--- config.mk ---
export PLATFORM = sky130hd
export DESIGN_NAME = regbank_top
export DESIGN_NICKNAME = d
export VERILOG_FILES = /design/src/rtl/regbank_pkg.sv /design/src/rtl/regbank_decode.sv /design/src/rtl/regbank_shared.sv /design/src/rtl/regbank_window.sv /design/src/rtl/regbank_top.sv
export SDC_FILE = /design/constraint.sdc
export NUM_CORES = 1
export LEC_CHECK = 0
export CORE_MARGIN = 2
export CORE_UTILIZATION = 59
export CTS_BUF_LIST = sky130_fd_sc_hd__clkbuf_4 sky130_fd_sc_hd__clkbuf_8
export DETAILED_ROUTE_END_ITERATION = 10
export GPL_ROUTABILITY_DRIVEN = 0
export GPL_TIMING_DRIVEN = 1
export PLACE_DENSITY_LB_ADDON = 0.2
export RECOVER_POWER = 100
export SLEW_MARGIN = 30
export SYNTH_ARGS = -nofsm -noshare
export SYNTH_HDL_FRONTEND = slang
export SYNTH_SLANG_ARGS = --single-unit
export TNS_END_PERCENT = 5
--- constraint.sdc ---
create_clock -name clk_i -period 16.1 [get_ports clk_i]
set_clock_uncertainty 0.15 [all_clocks]
set_input_delay 4.025 -clock clk_i [delete_from_list [all_inputs] [get_ports clk_i]]
set_output_delay 4.025 -clock clk_i [all_outputs]
set_load 0.01 [all_outputs]
--- src/rtl/regbank_pkg.sv ---
package regbank_pkg;
    localparam logic [7:0] SH_LAST  = 8'h31;
    localparam logic [7:0] TX_FIRST = 8'h32;
    localparam logic [7:0] TX_LAST  = 8'h3A;
    localparam logic [7:0] RX_FIRST = 8'h4C;
    localparam logic [7:0] RX_LAST  = 8'h7F;
    localparam int         OFF_W    = 6;

    typedef struct packed {
        logic             sh;
        logic             tx;
        logic             rx;
        logic [OFF_W-1:0] off;
    } dec_t;
endpackage

--- src/rtl/regbank_decode.sv ---
module regbank_decode
    import regbank_pkg::*;
(
    input  logic [7:0] addr_i,
    output dec_t       dec_o
);
    always_comb begin
        dec_o = '0;
        if (addr_i <= SH_LAST) begin
            dec_o.sh  = 1'b1;
            dec_o.off = addr_i[OFF_W-1:0];
        end else if (addr_i >= TX_FIRST && addr_i <= TX_LAST) begin
            dec_o.tx  = 1'b1;
            dec_o.off = OFF_W'(addr_i - TX_FIRST);
        end else if (addr_i >= RX_FIRST && addr_i <= RX_LAST) begin
            dec_o.rx  = 1'b1;
            dec_o.off = OFF_W'(addr_i - RX_FIRST);
        end
    end
endmodule

--- src/rtl/regbank_shared.sv ---
module regbank_shared
    import regbank_pkg::*;
#(
    parameter int         RW_NUM  = 16,
    parameter logic [7:0] CHIP_ID = 8'h5C
) (
    input  logic                clk_i,
    input  logic                rst_ni,
    input  logic                hit_i,
    input  logic [OFF_W-1:0]    off_i,
    input  logic                wr_i,
    input  logic                rd_i,
    input  logic [7:0]          wdata_i,
    input  logic [7:0]          evt_i,
    output logic [7:0]          rdata_o,
    output logic [7:0]          sc_o,
    output logic [RW_NUM*8-1:0] cfg_o
);
    localparam int RI_W   = (RW_NUM > 1) ? $clog2(RW_NUM) : 1;
    localparam int SC_OFF = RW_NUM;
    localparam int ID_OFF = RW_NUM + 1;
    localparam int ST_OFF = RW_NUM + 2;

    typedef struct packed {
        logic [RW_NUM-1:0][7:0] rw;
        logic [7:0]             sc;
        logic [7:0]             st;
    } sh_state_t;

    sh_state_t s_d, s_q;
    logic      wr_hit, rd_hit;
    logic      in_rw;
    logic [RI_W-1:0] ridx;

    assign wr_hit = hit_i & wr_i;
    assign rd_hit = hit_i & rd_i;
    assign in_rw  = off_i < OFF_W'(RW_NUM);
    assign ridx   = off_i[RI_W-1:0];

    always_comb begin
        s_d = s_q;
        // self-clearing byte holds a written value for one cycle only
        s_d.sc = (wr_hit && off_i == OFF_W'(SC_OFF)) ? wdata_i : 8'h00;
        // status: clear on read, a same-cycle event wins
        if (rd_hit && off_i == OFF_W'(ST_OFF)) begin
            s_d.st = 8'h00;
        end
        s_d.st = s_d.st | evt_i;
        if (wr_hit && in_rw) begin
            s_d.rw[ridx] = wdata_i;
        end
    end

    always_comb begin
        rdata_o = 8'h00;
        if (rd_hit) begin
            if (in_rw) begin
                rdata_o = s_q.rw[ridx];
            end else if (off_i == OFF_W'(SC_OFF)) begin
                rdata_o = s_q.sc;
            end else if (off_i == OFF_W'(ID_OFF)) begin
                rdata_o = CHIP_ID;
            end else if (off_i == OFF_W'(ST_OFF)) begin
                rdata_o = s_q.st;
            end
        end
    end

    assign sc_o  = s_q.sc;
    assign cfg_o = s_q.rw;

    always_ff @(posedge clk_i or negedge rst_ni) begin
        if (!rst_ni) begin
            s_q <= '0;
        end else begin
            s_q <= s_d;
        end
    end
endmodule

--- src/rtl/regbank_window.sv ---
module regbank_window
    import regbank_pkg::*;
#(
    parameter int         NUM    = 4,
    parameter int         RW_NUM = 8,
    parameter logic [3:0] TAG    = 4'hA
) (
    input  logic                    clk_i,
    input  logic                    rst_ni,
    input  logic                    hit_i,
    input  logic [OFF_W-1:0]        off_i,
    input  logic                    wr_i,
    input  logic                    rd_i,
    input  logic [7:0]              wdata_i,
    input  logic [NUM*8-1:0]        evt_i,
    output logic [7:0]              rdata_o,
    output logic [NUM*RW_NUM*8-1:0] cfg_o
);
    localparam int SEL_W  = (NUM > 1) ? $clog2(NUM) : 1;
    localparam int RI_W   = (RW_NUM > 1) ? $clog2(RW_NUM) : 1;
    localparam int ST_OFF = RW_NUM + 1;
    localparam int ID_OFF = RW_NUM + 2;

    typedef struct packed {
        logic [SEL_W-1:0]                rsel;
        logic [NUM-1:0]                  wen;
        logic [NUM-1:0][RW_NUM-1:0][7:0] rw;
        logic [NUM-1:0][7:0]             st;
    } win_state_t;

    win_state_t s_d, s_q;
    logic       wr_hit, rd_hit;
    logic       in_rw;
    logic [RI_W-1:0] ridx;

    assign wr_hit = hit_i & wr_i;
    assign rd_hit = hit_i & rd_i;
    assign in_rw  = (off_i != '0) && (off_i <= OFF_W'(RW_NUM));
    assign ridx   = RI_W'(off_i - OFF_W'(1));

    always_comb begin
        s_d = s_q;
        for (int p = 0; p < NUM; p++) begin
            if (rd_hit && off_i == OFF_W'(ST_OFF) && s_q.rsel == SEL_W'(p)) begin
                s_d.st[p] = 8'h00;
            end
            s_d.st[p] = s_d.st[p] | evt_i[p*8 +: 8];
        end
        if (wr_hit) begin
            if (off_i == '0) begin
                s_d.rsel = wdata_i[4 +: SEL_W];
                s_d.wen  = wdata_i[NUM-1:0];
            end else if (in_rw) begin
                for (int p = 0; p < NUM; p++) begin
                    if (s_q.wen[p]) begin
                        s_d.rw[p][ridx] = wdata_i;
                    end
                end
            end
        end
    end

    always_comb begin
        rdata_o = 8'h00;
        if (rd_hit) begin
            if (off_i == '0) begin
                rdata_o[4 +: SEL_W] = s_q.rsel;
                rdata_o[NUM-1:0]    = s_q.wen;
            end else if (in_rw) begin
                rdata_o = s_q.rw[s_q.rsel][ridx];
            end else if (off_i == OFF_W'(ST_OFF)) begin
                rdata_o = s_q.st[s_q.rsel];
            end else if (off_i == OFF_W'(ID_OFF)) begin
                rdata_o = {TAG, 4'(s_q.rsel)};
            end
        end
    end

    assign cfg_o = s_q.rw;

    always_ff @(posedge clk_i or negedge rst_ni) begin
        if (!rst_ni) begin
            s_q     <= '0;
            s_q.wen <= NUM'(1);
        end else begin
            s_q <= s_d;
        end
    end
endmodule

--- src/rtl/regbank_top.sv ---
module regbank_top
    import regbank_pkg::*;
#(
    parameter int         NUM_RX    = 4,
    parameter int         NUM_TX    = 2,
    parameter int         SHARED_RW = 16,
    parameter int         RX_RW     = 8,
    parameter int         TX_RW     = 4,
    parameter logic [7:0] CHIP_ID   = 8'h5C
) (
    input  logic                       clk_i,
    input  logic                       rst_ni,
    input  logic [7:0]                 addr_i,
    input  logic [7:0]                 wdata_i,
    input  logic                       wr_i,
    input  logic                       rd_i,
    output logic [7:0]                 rdata_o,
    input  logic [7:0]                 shared_evt_i,
    input  logic [NUM_RX*8-1:0]        rx_evt_i,
    input  logic [NUM_TX*8-1:0]        tx_evt_i,
    output logic [7:0]                 sc_pulse_o,
    output logic [SHARED_RW*8-1:0]     shared_cfg_o,
    output logic [NUM_RX*RX_RW*8-1:0]  rx_cfg_o,
    output logic [NUM_TX*TX_RW*8-1:0]  tx_cfg_o
);
    dec_t       dec;
    logic [7:0] sh_rd, tx_rd, rx_rd;

    regbank_decode u_dec (
        .addr_i (addr_i),
        .dec_o  (dec)
    );

    regbank_shared #(
        .RW_NUM  (SHARED_RW),
        .CHIP_ID (CHIP_ID)
    ) u_shared (
        .clk_i   (clk_i),
        .rst_ni  (rst_ni),
        .hit_i   (dec.sh),
        .off_i   (dec.off),
        .wr_i    (wr_i),
        .rd_i    (rd_i),
        .wdata_i (wdata_i),
        .evt_i   (shared_evt_i),
        .rdata_o (sh_rd),
        .sc_o    (sc_pulse_o),
        .cfg_o   (shared_cfg_o)
    );

    regbank_window #(
        .NUM    (NUM_TX),
        .RW_NUM (TX_RW),
        .TAG    (4'hB)
    ) u_tx (
        .clk_i   (clk_i),
        .rst_ni  (rst_ni),
        .hit_i   (dec.tx),
        .off_i   (dec.off),
        .wr_i    (wr_i),
        .rd_i    (rd_i),
        .wdata_i (wdata_i),
        .evt_i   (tx_evt_i),
        .rdata_o (tx_rd),
        .cfg_o   (tx_cfg_o)
    );

    regbank_window #(
        .NUM    (NUM_RX),
        .RW_NUM (RX_RW),
        .TAG    (4'hA)
    ) u_rx (
        .clk_i   (clk_i),
        .rst_ni  (rst_ni),
        .hit_i   (dec.rx),
        .off_i   (dec.off),
        .wr_i    (wr_i),
        .rd_i    (rd_i),
        .wdata_i (wdata_i),
        .evt_i   (rx_evt_i),
        .rdata_o (rx_rd),
        .cfg_o   (rx_cfg_o)
    );

    assign rdata_o = sh_rd | tx_rd | rx_rd;
endmodule

==> out/metrics.cfg, run 1 <==
[status]
status = finished, violations left
violations = capacitance limit, slew limit

[final_layout]
drive_above_1_share_pct = 31.7
area_growth_pct = 14.0
nets = 2379
multi_input_area_um2 = 11100
fillers = 3466
regArea_um2 = 13000

[die]
pin_count = 540
die_h_um = 223
die_area_um2 = 49900
chipWidth_um = 223
fp.coreArea_um2 = 47600
initial_core_util_pct = 59.6
rows = 80

[placed_design]
dp_worst_setup_slack_ns = 2.50
io_buffers = 539
dp_hpwl_um = 60400

[yosys]
synth.net_count = 2316
yosys.area.top_type = dfrtp_1
syn_inst = 2232
synth_area_leaders = dfrtp_1 (46%), mux2_2 (18%), buf_4 (12%)
synth_edf_count = 0
yosysWarnings = 0
yosys_most_used_dff = dfrtp_1
netlist_area_um2 = 28400
synthArstFlopShare_pct = 100
ys_types = 82
synth_top_cell_area_share_pct = 45.7
synthTopCellsByCount = dfrtp_1 (519), buf_4 (468), mux2_2 (446)
avgSynthCellArea_um2 = 12.7
yosys.cell_count.top_type = dfrtp_1
synth_seq_cells = 521
yosysSeqAreaShare_pct = 45.9

[detailed_routing]
wl_met2_um = 41600
wl_met3_um = 7990
route.layer.met1.wl_um = 32600
routedWlPerCell_um = 28.8
dr.pass1.iters = 5
ant_nets = 0
routed.top_layer = met5
routed-via-count = 18405
drtIter0Drc = 1562
drt_wl_total_um = 85700
route.detailed.drc = 0
vias_per_cell = 6.18

[clock_network]
clk_latency_ns = 0.70
root_buffer = clkbuf_8
cts_htree_levels = 3
clock_sinks = 521
tritoncts = done
cts_hold_buf = 0
cts_setup_buffers = 0
clkTransAtPathRegs_ns = 0.05
postCtsResizedCells = 0
cts_inserted_buffers = 87
max-clock-path-buffers = 3

[timing]
period_needed_ns = 14.64
setup_viol = 0
tightestPinTransition_ns = 5.85
finalHoldViolCount = 0
fin_ws_ns = 1.46
max_freq_mhz = 68.3
rsz0062_at_grt = no
maxSlewViolCount = 486
slew_headroom_pct = -290
tns_ns = 0
period_share_pct = 90.9

[power_and_ir_drop]
power.leakage_nw = 15.8
peakVddDrop_uv = 82.3
powerDensity_nw_per_um2 = 109

[worst_setup_path]
crit_buf_inv = 3
critPathMaxFanout = 27
critPathLaunchType = input pin
crit_chain = dlygate4sd3_1 > inv_1 > ha_1 > a211o_1 > o21ai_0 > a2111o_1 > and2_0 > nor2_1 > nand2_1 > nor2_1 > nor4_1 > a211o_1 > dlygate4sd3_1
arrival_ns = 10.46
crit_family = simple AND/OR/NAND/NOR gates
worstSetupEndpointType = output pin
crit_path_top_delay_cell = and2_0
crit_type = in2out
max_stage_delay_ns = 1.50
worst_ep_required_time_ns = 11.93

[grt]
grt_max_degree = 179
antenna_found_initial = 5
overflow = 0
first_global_vias = 18765
grt_pass1_wl_um = 126000
grt_use_total_pct = 34.4

[job]
drv_cap = 10

[hold_path]
hold_class = reg2reg

## placed cells by master, fill, tap and decap left out, drive strengths merged, types with 4 or more instances in the layout
cell / synthesis / layout
and4: 5 / 5
a211oi: 12 / 12
buf: 511 / 29
a311oi: 5 / 5
xnor2: 5 / 5
nor2b: 7 / 7
and3: 12 / 12
a21oi: 19 / 19
nor2: 42 / 42
ha: 8 / 8
nand2: 108 / 108
nand3: 34 / 34
clkdlybuf4s50: 0 / 65
nand2b: 9 / 9
nand4: 18 / 18
inv: 5 / 5
mux2: 466 / 466
dlygate4sd3: 0 / 465
nand4b: 4 / 4
nor3: 25 / 25
o21ai: 22 / 22
nor4: 7 / 7
a31oi: 10 / 10
dfrtp: 519 / 519
diode: 0 / 4
o31ai: 4 / 4
mux4: 104 / 104
nand3b: 5 / 5
clkinv: 0 / 12
a21boi: 4 / 4
mux2i: 50 / 50
and2: 19 / 19
a21o: 59 / 59
clkbuf: 78 / 143
## final timing paths
| kind | startpoint | endpoint | slack (ns) | cells past startpoint |
|---|---|---|---|---|
| worst max-delay path | addr_i[3] | rdata_o[4] | 1.46 | 13 |
| worst min-delay path | u_tx.s_q[3] | u_tx.s_q[3] | 0.32 | 1 |
| worst max register to register | u_rx.s_q[292] | u_rx.s_q[27] | 13.19 | 3 |
| worst min register to register | u_tx.s_q[3] | u_tx.s_q[3] | 0.32 | 1 |
| max in group asynchronous | rst_ni | u_tx.cfg_o[27] | 3.10 | 5 |
| min in group asynchronous | rst_ni | u_shared.cfg_o[34] | 5.37 | 1 |
## state kept, by name (all words and copies together), names as in the netlist
register	cells
u_shared.cfg_o	128
u_rx.cfg_o	256
u_rx.s_q	38
u_tx.cfg_o	64
u_tx.s_q	19
u_shared.s_q	8
u_shared.sc_o	8
## stage by stage
step | power, mW | utilization (%) | area [µm²] | hold slack, ns | instances
2_1_floorplan | 2.06 | - | 28400 | 0.290 | 2232
3_5_place_dp | 2.34 | 64.4 | 30700 | 0.312 | 2819
6_report | 3.53 | 68.0 | 32400 | 0.324 | 2979
5_1_grt | 3.66 | 68.0 | 32400 | 0.332 | 2979
3_3_place_gp | 2.32 | 64.4 | 30700 | 0.305 | 2819
4_1_cts | 3.60 | 68.4 | 32600 | 0.326 | 2973
## kinds of logic (layout without fill, tap and decap cells)
kind of cell,Yosys count,in the layout,synth area share [%]
AND/OR/NAND/NOR,307,307,6.07
adder cells (fa/ha/maj),8,8,0.353
flip-flops,521,521,45.9
AO/OA/AOI/OAI,176,176,4.50
XOR/XNOR,6,6,0.238
buffers and inverters,594,722,14.3
multiplexers,620,620,28.6
other,0,4,0
## cell type report
cell class / instances / share of cell area (%)
antenna: 4 / 0.0309
clock buffer: 139 / 5.50
clock inverter: 15 / 0.336
inverter: 5 / 0.0618
multi-input combinational: 1117 / 34.2
sequential: 521 / 40.3
tap: 615 / 2.38
timing repair buffer: 563 / 17.2
## per-layer routing
metal / vias up / GRT usage (%)
met4: 2 / 14.0
met3: 185 / 9.52
met1: 9641 / 44.2
li1: 7679 / -
met2: 898 / 55.5
met5: - / 0
## where the power goes
group | switching [mW] | internal [mW] | total [mW]
registers | 0.135 | 1.41 | 1.55
logic | 0.367 | 0.359 | 0.726
clock network | 0.542 | 0.715 | 1.26
Note: power is estimated with default switching activity, not from simulation.
==> run 2: changes to the inputs <==
--- a/config.mk
+++ b/config.mk
@@ -5,14 +5,16 @@
 export SDC_FILE = /design/constraint.sdc
 export NUM_CORES = 1
 export LEC_CHECK = 0
+export ABC_CLOCK_PERIOD_IN_PS = 16100
 export CORE_MARGIN = 2
-export CORE_UTILIZATION = 59
+export CORE_UTILIZATION = 30
 export CTS_BUF_LIST = sky130_fd_sc_hd__clkbuf_4 sky130_fd_sc_hd__clkbuf_8
 export DETAILED_ROUTE_END_ITERATION = 10
 export GPL_ROUTABILITY_DRIVEN = 0
 export GPL_TIMING_DRIVEN = 1
 export PLACE_DENSITY_LB_ADDON = 0.2
 export RECOVER_POWER = 100
+export REMOVE_ABC_BUFFERS = 1
 export SLEW_MARGIN = 30
 export SYNTH_ARGS = -nofsm -noshare
 export SYNTH_HDL_FRONTEND = slang
==> out/metrics.cfg, run 2 (same netlist as run 1, synthesis figures left out) <==
[detailed_routing]
drt_wl_total_um = 103000  ; was 85700 µm
route.layer.met1.wl_um = 41300  ; was 32600 µm
wl_met2_um = 50900  ; was 41600 µm
vias_per_cell = 5.01  ; was 6.18
routedWlPerCell_um = 28.4  ; was 28.8 µm
drtIter0Drc = 1272  ; was 1562
dr.pass1.iters = 7  ; was 5
ant_nets = 0  ; unchanged
routed-via-count = 18255  ; was 18.4k
wl_met3_um = 8170  ; was 7990 µm
routed.top_layer = met5  ; unchanged
route.detailed.drc = 0  ; unchanged

[timing]
tns_ns = 0  ; unchanged
period_needed_ns = 14.72  ; was 14.64 ns
rsz0062_at_grt = no  ; unchanged
period_share_pct = 91.4  ; was 90.9%
finalHoldViolCount = 0  ; unchanged
fin_ws_ns = 1.38  ; was 1.46 ns
slew_headroom_pct = -198  ; was -290%
max_freq_mhz = 67.9  ; was 68.3 MHz
maxSlewViolCount = 429  ; was 486
tightestPinTransition_ns = 4.47  ; was 5.85 ns
setup_viol = 0  ; unchanged

[clock_network]
clock_sinks = 521  ; unchanged
cts_htree_levels = 3  ; unchanged
clk_latency_ns = 0.70  ; about the same
root_buffer = clkbuf_8  ; unchanged
cts_inserted_buffers = 96  ; was 87
max-clock-path-buffers = 3  ; unchanged
clkTransAtPathRegs_ns = 0.05  ; about the same
postCtsResizedCells = 0  ; unchanged
tritoncts = done  ; unchanged
cts_hold_buf = 0  ; unchanged
cts_setup_buffers = 0  ; unchanged

[worst_setup_path]
crit_type = in2out  ; unchanged
timing.rr.start = u_rx.s_q[288]  ; was u_rx.s_q[292]
worst_ep_required_time_ns = 11.93  ; about the same
worstSetupEndpointType = output pin  ; unchanged
critPathMaxFanout = 37  ; was 27
startpoint = addr_i[2]  ; was addr_i[3]
arrival_ns = 10.55  ; was 10.46 ns
critPathLaunchType = input pin  ; unchanged

[status]
violations = capacitance limit, slew limit  ; unchanged
status = finished, violations left  ; unchanged

[placed_design]
io_buffers = 539  ; unchanged
dp_hpwl_um = 73500  ; was 60400 µm
dp_worst_setup_slack_ns = 2.20  ; was 2.50 ns

[grt]
grt_pass1_wl_um = 148000  ; was 126000 µm
first_global_vias = 19390  ; was 18.8k
overflow = 0  ; unchanged
antenna_found_initial = 16  ; was 5
grt_use_total_pct = 21.0  ; was 34.4%
grt_max_degree = 148  ; was 179

[die]
rows = 112  ; was 80
fp.coreArea_um2 = 93600  ; was 47600 µm²
pin_count = 540  ; unchanged
die_h_um = 312  ; was 223 µm
die_area_um2 = 97100  ; was 49900 µm²
initial_core_util_pct = 30.3  ; was 59.6%
chipWidth_um = 312  ; was 223 µm

[final_layout]
nets = 2394  ; was 2379
largest_register_ffs = 256  ; unchanged
fillers = 9287  ; was 3466
area_growth_pct = 17.4  ; was 14.0%
final_cell_mix = dfrtp_1 (517), dlygate4sd3_1 (464), mux2_2 (446)  ; was dfrtp_1 (517), dlygate4sd3_1 (465), mux2_2 (445)
multi_input_area_um2 = 11100  ; about the same
regArea_um2 = 13000  ; unchanged
drive_above_1_share_pct = 32.2  ; was 31.7%
final_common_cell = dfrtp_1  ; unchanged

[power_and_ir_drop]
sw_frac_of_total_pct = 30.0  ; was 29.6%
p_seq_share_pct = 42.0  ; was 43.8%
clockPowerShare_pct = 37.2  ; was 35.6%
p_int_mw = 2.56  ; was 2.49 mW
p_switching_mw = 1.10  ; was 1.04 mW
power.leakage_nw = 15.9  ; was 15.8 nW
peakVddDrop_uv = 63.1  ; was 82.3 µV
powerDensity_nw_per_um2 = 110  ; was 109 nW/µm²
pwr-share-comb_pct = 20.8  ; was 20.5%

[hold_path]
min-delay-start = u_tx.s_q[7]  ; was u_tx.s_q[3]
hold_class = reg2reg  ; unchanged

[job]
drv_cap = 9  ; was 10

run 2: cell type report:
class	count	area share (%)
clock buffer	162	5.86
tap	1254	4.70
clock inverter	7	0.274
sequential	521	39.1
multi-input combinational	1117	33.3
inverter	5	0.0600
antenna	7	0.0525
timing repair buffer	569	16.6
run 2: worst max-delay path, cell delays in order:
cell and delay, ns:
dlygate4sd3_1 0.67, inv_1 0.16, ha_1 0.27, a21oi_1 0.34, o221ai_1 0.27, o31ai_1 0.76
buf_4 0.51, clkinv_2 0.70, clkbuf_1 0.71, mux4_2 0.69, nand4_1 0.10, o21ai_0 0.10
nor4_1 0.17, o311ai_0 0.29, dlygate4sd3_1 0.73
run 2: layer usage:
metal | vias to the layer above | track usage, %
met5 | - | 0
met4 | 12 | 6.35
met2 | 727 | 35.3
met3 | 165 | 6.65
met1 | 9613 | 25.6
li1 | 7738 | -
run 2: worst paths after layout:
path	endpoint	slack, ns	depth (start not counted)
min	u_tx.s_q[7]	0.32	1
max	rdata_o[3]	1.38	15
max in group asynchronous	u_tx.cfg_o[16]	3.89	3
max reg2reg	u_rx.cfg_o[6]	13.09	4
min in group asynchronous	u_shared.cfg_o[61]	3.77	1
min reg2reg	u_tx.s_q[7]	0.32	1
run 2: power by group through the flow:
stage,clock network (mW),registers (mW),logic [mW]
floorplan,0,1.60,0.309
finish,1.36,1.54,0.762
CTS,1.41,1.55,0.820
global route,1.46,1.56,0.814
global placement,0,1.56,0.812
detailed placement,0,1.57,0.817
run 2: metrics by stage:
step | total power, mW | hold WS (ns) | cells | cell area [µm²] | utilization, %
floorplan | 1.91 | 0.290 | 1643 | 24300 | -
global placement | 2.38 | 0.306 | 3465 | 31500 | 33.7
detailed placement | 2.39 | 0.309 | 3465 | 31500 | 33.7
CTS | 3.78 | 0.322 | 3634 | 33600 | 35.9
global route | 3.83 | 0.340 | 3641 | 33300 | 35.6
finish | 3.66 | 0.321 | 3642 | 33300 | 35.6
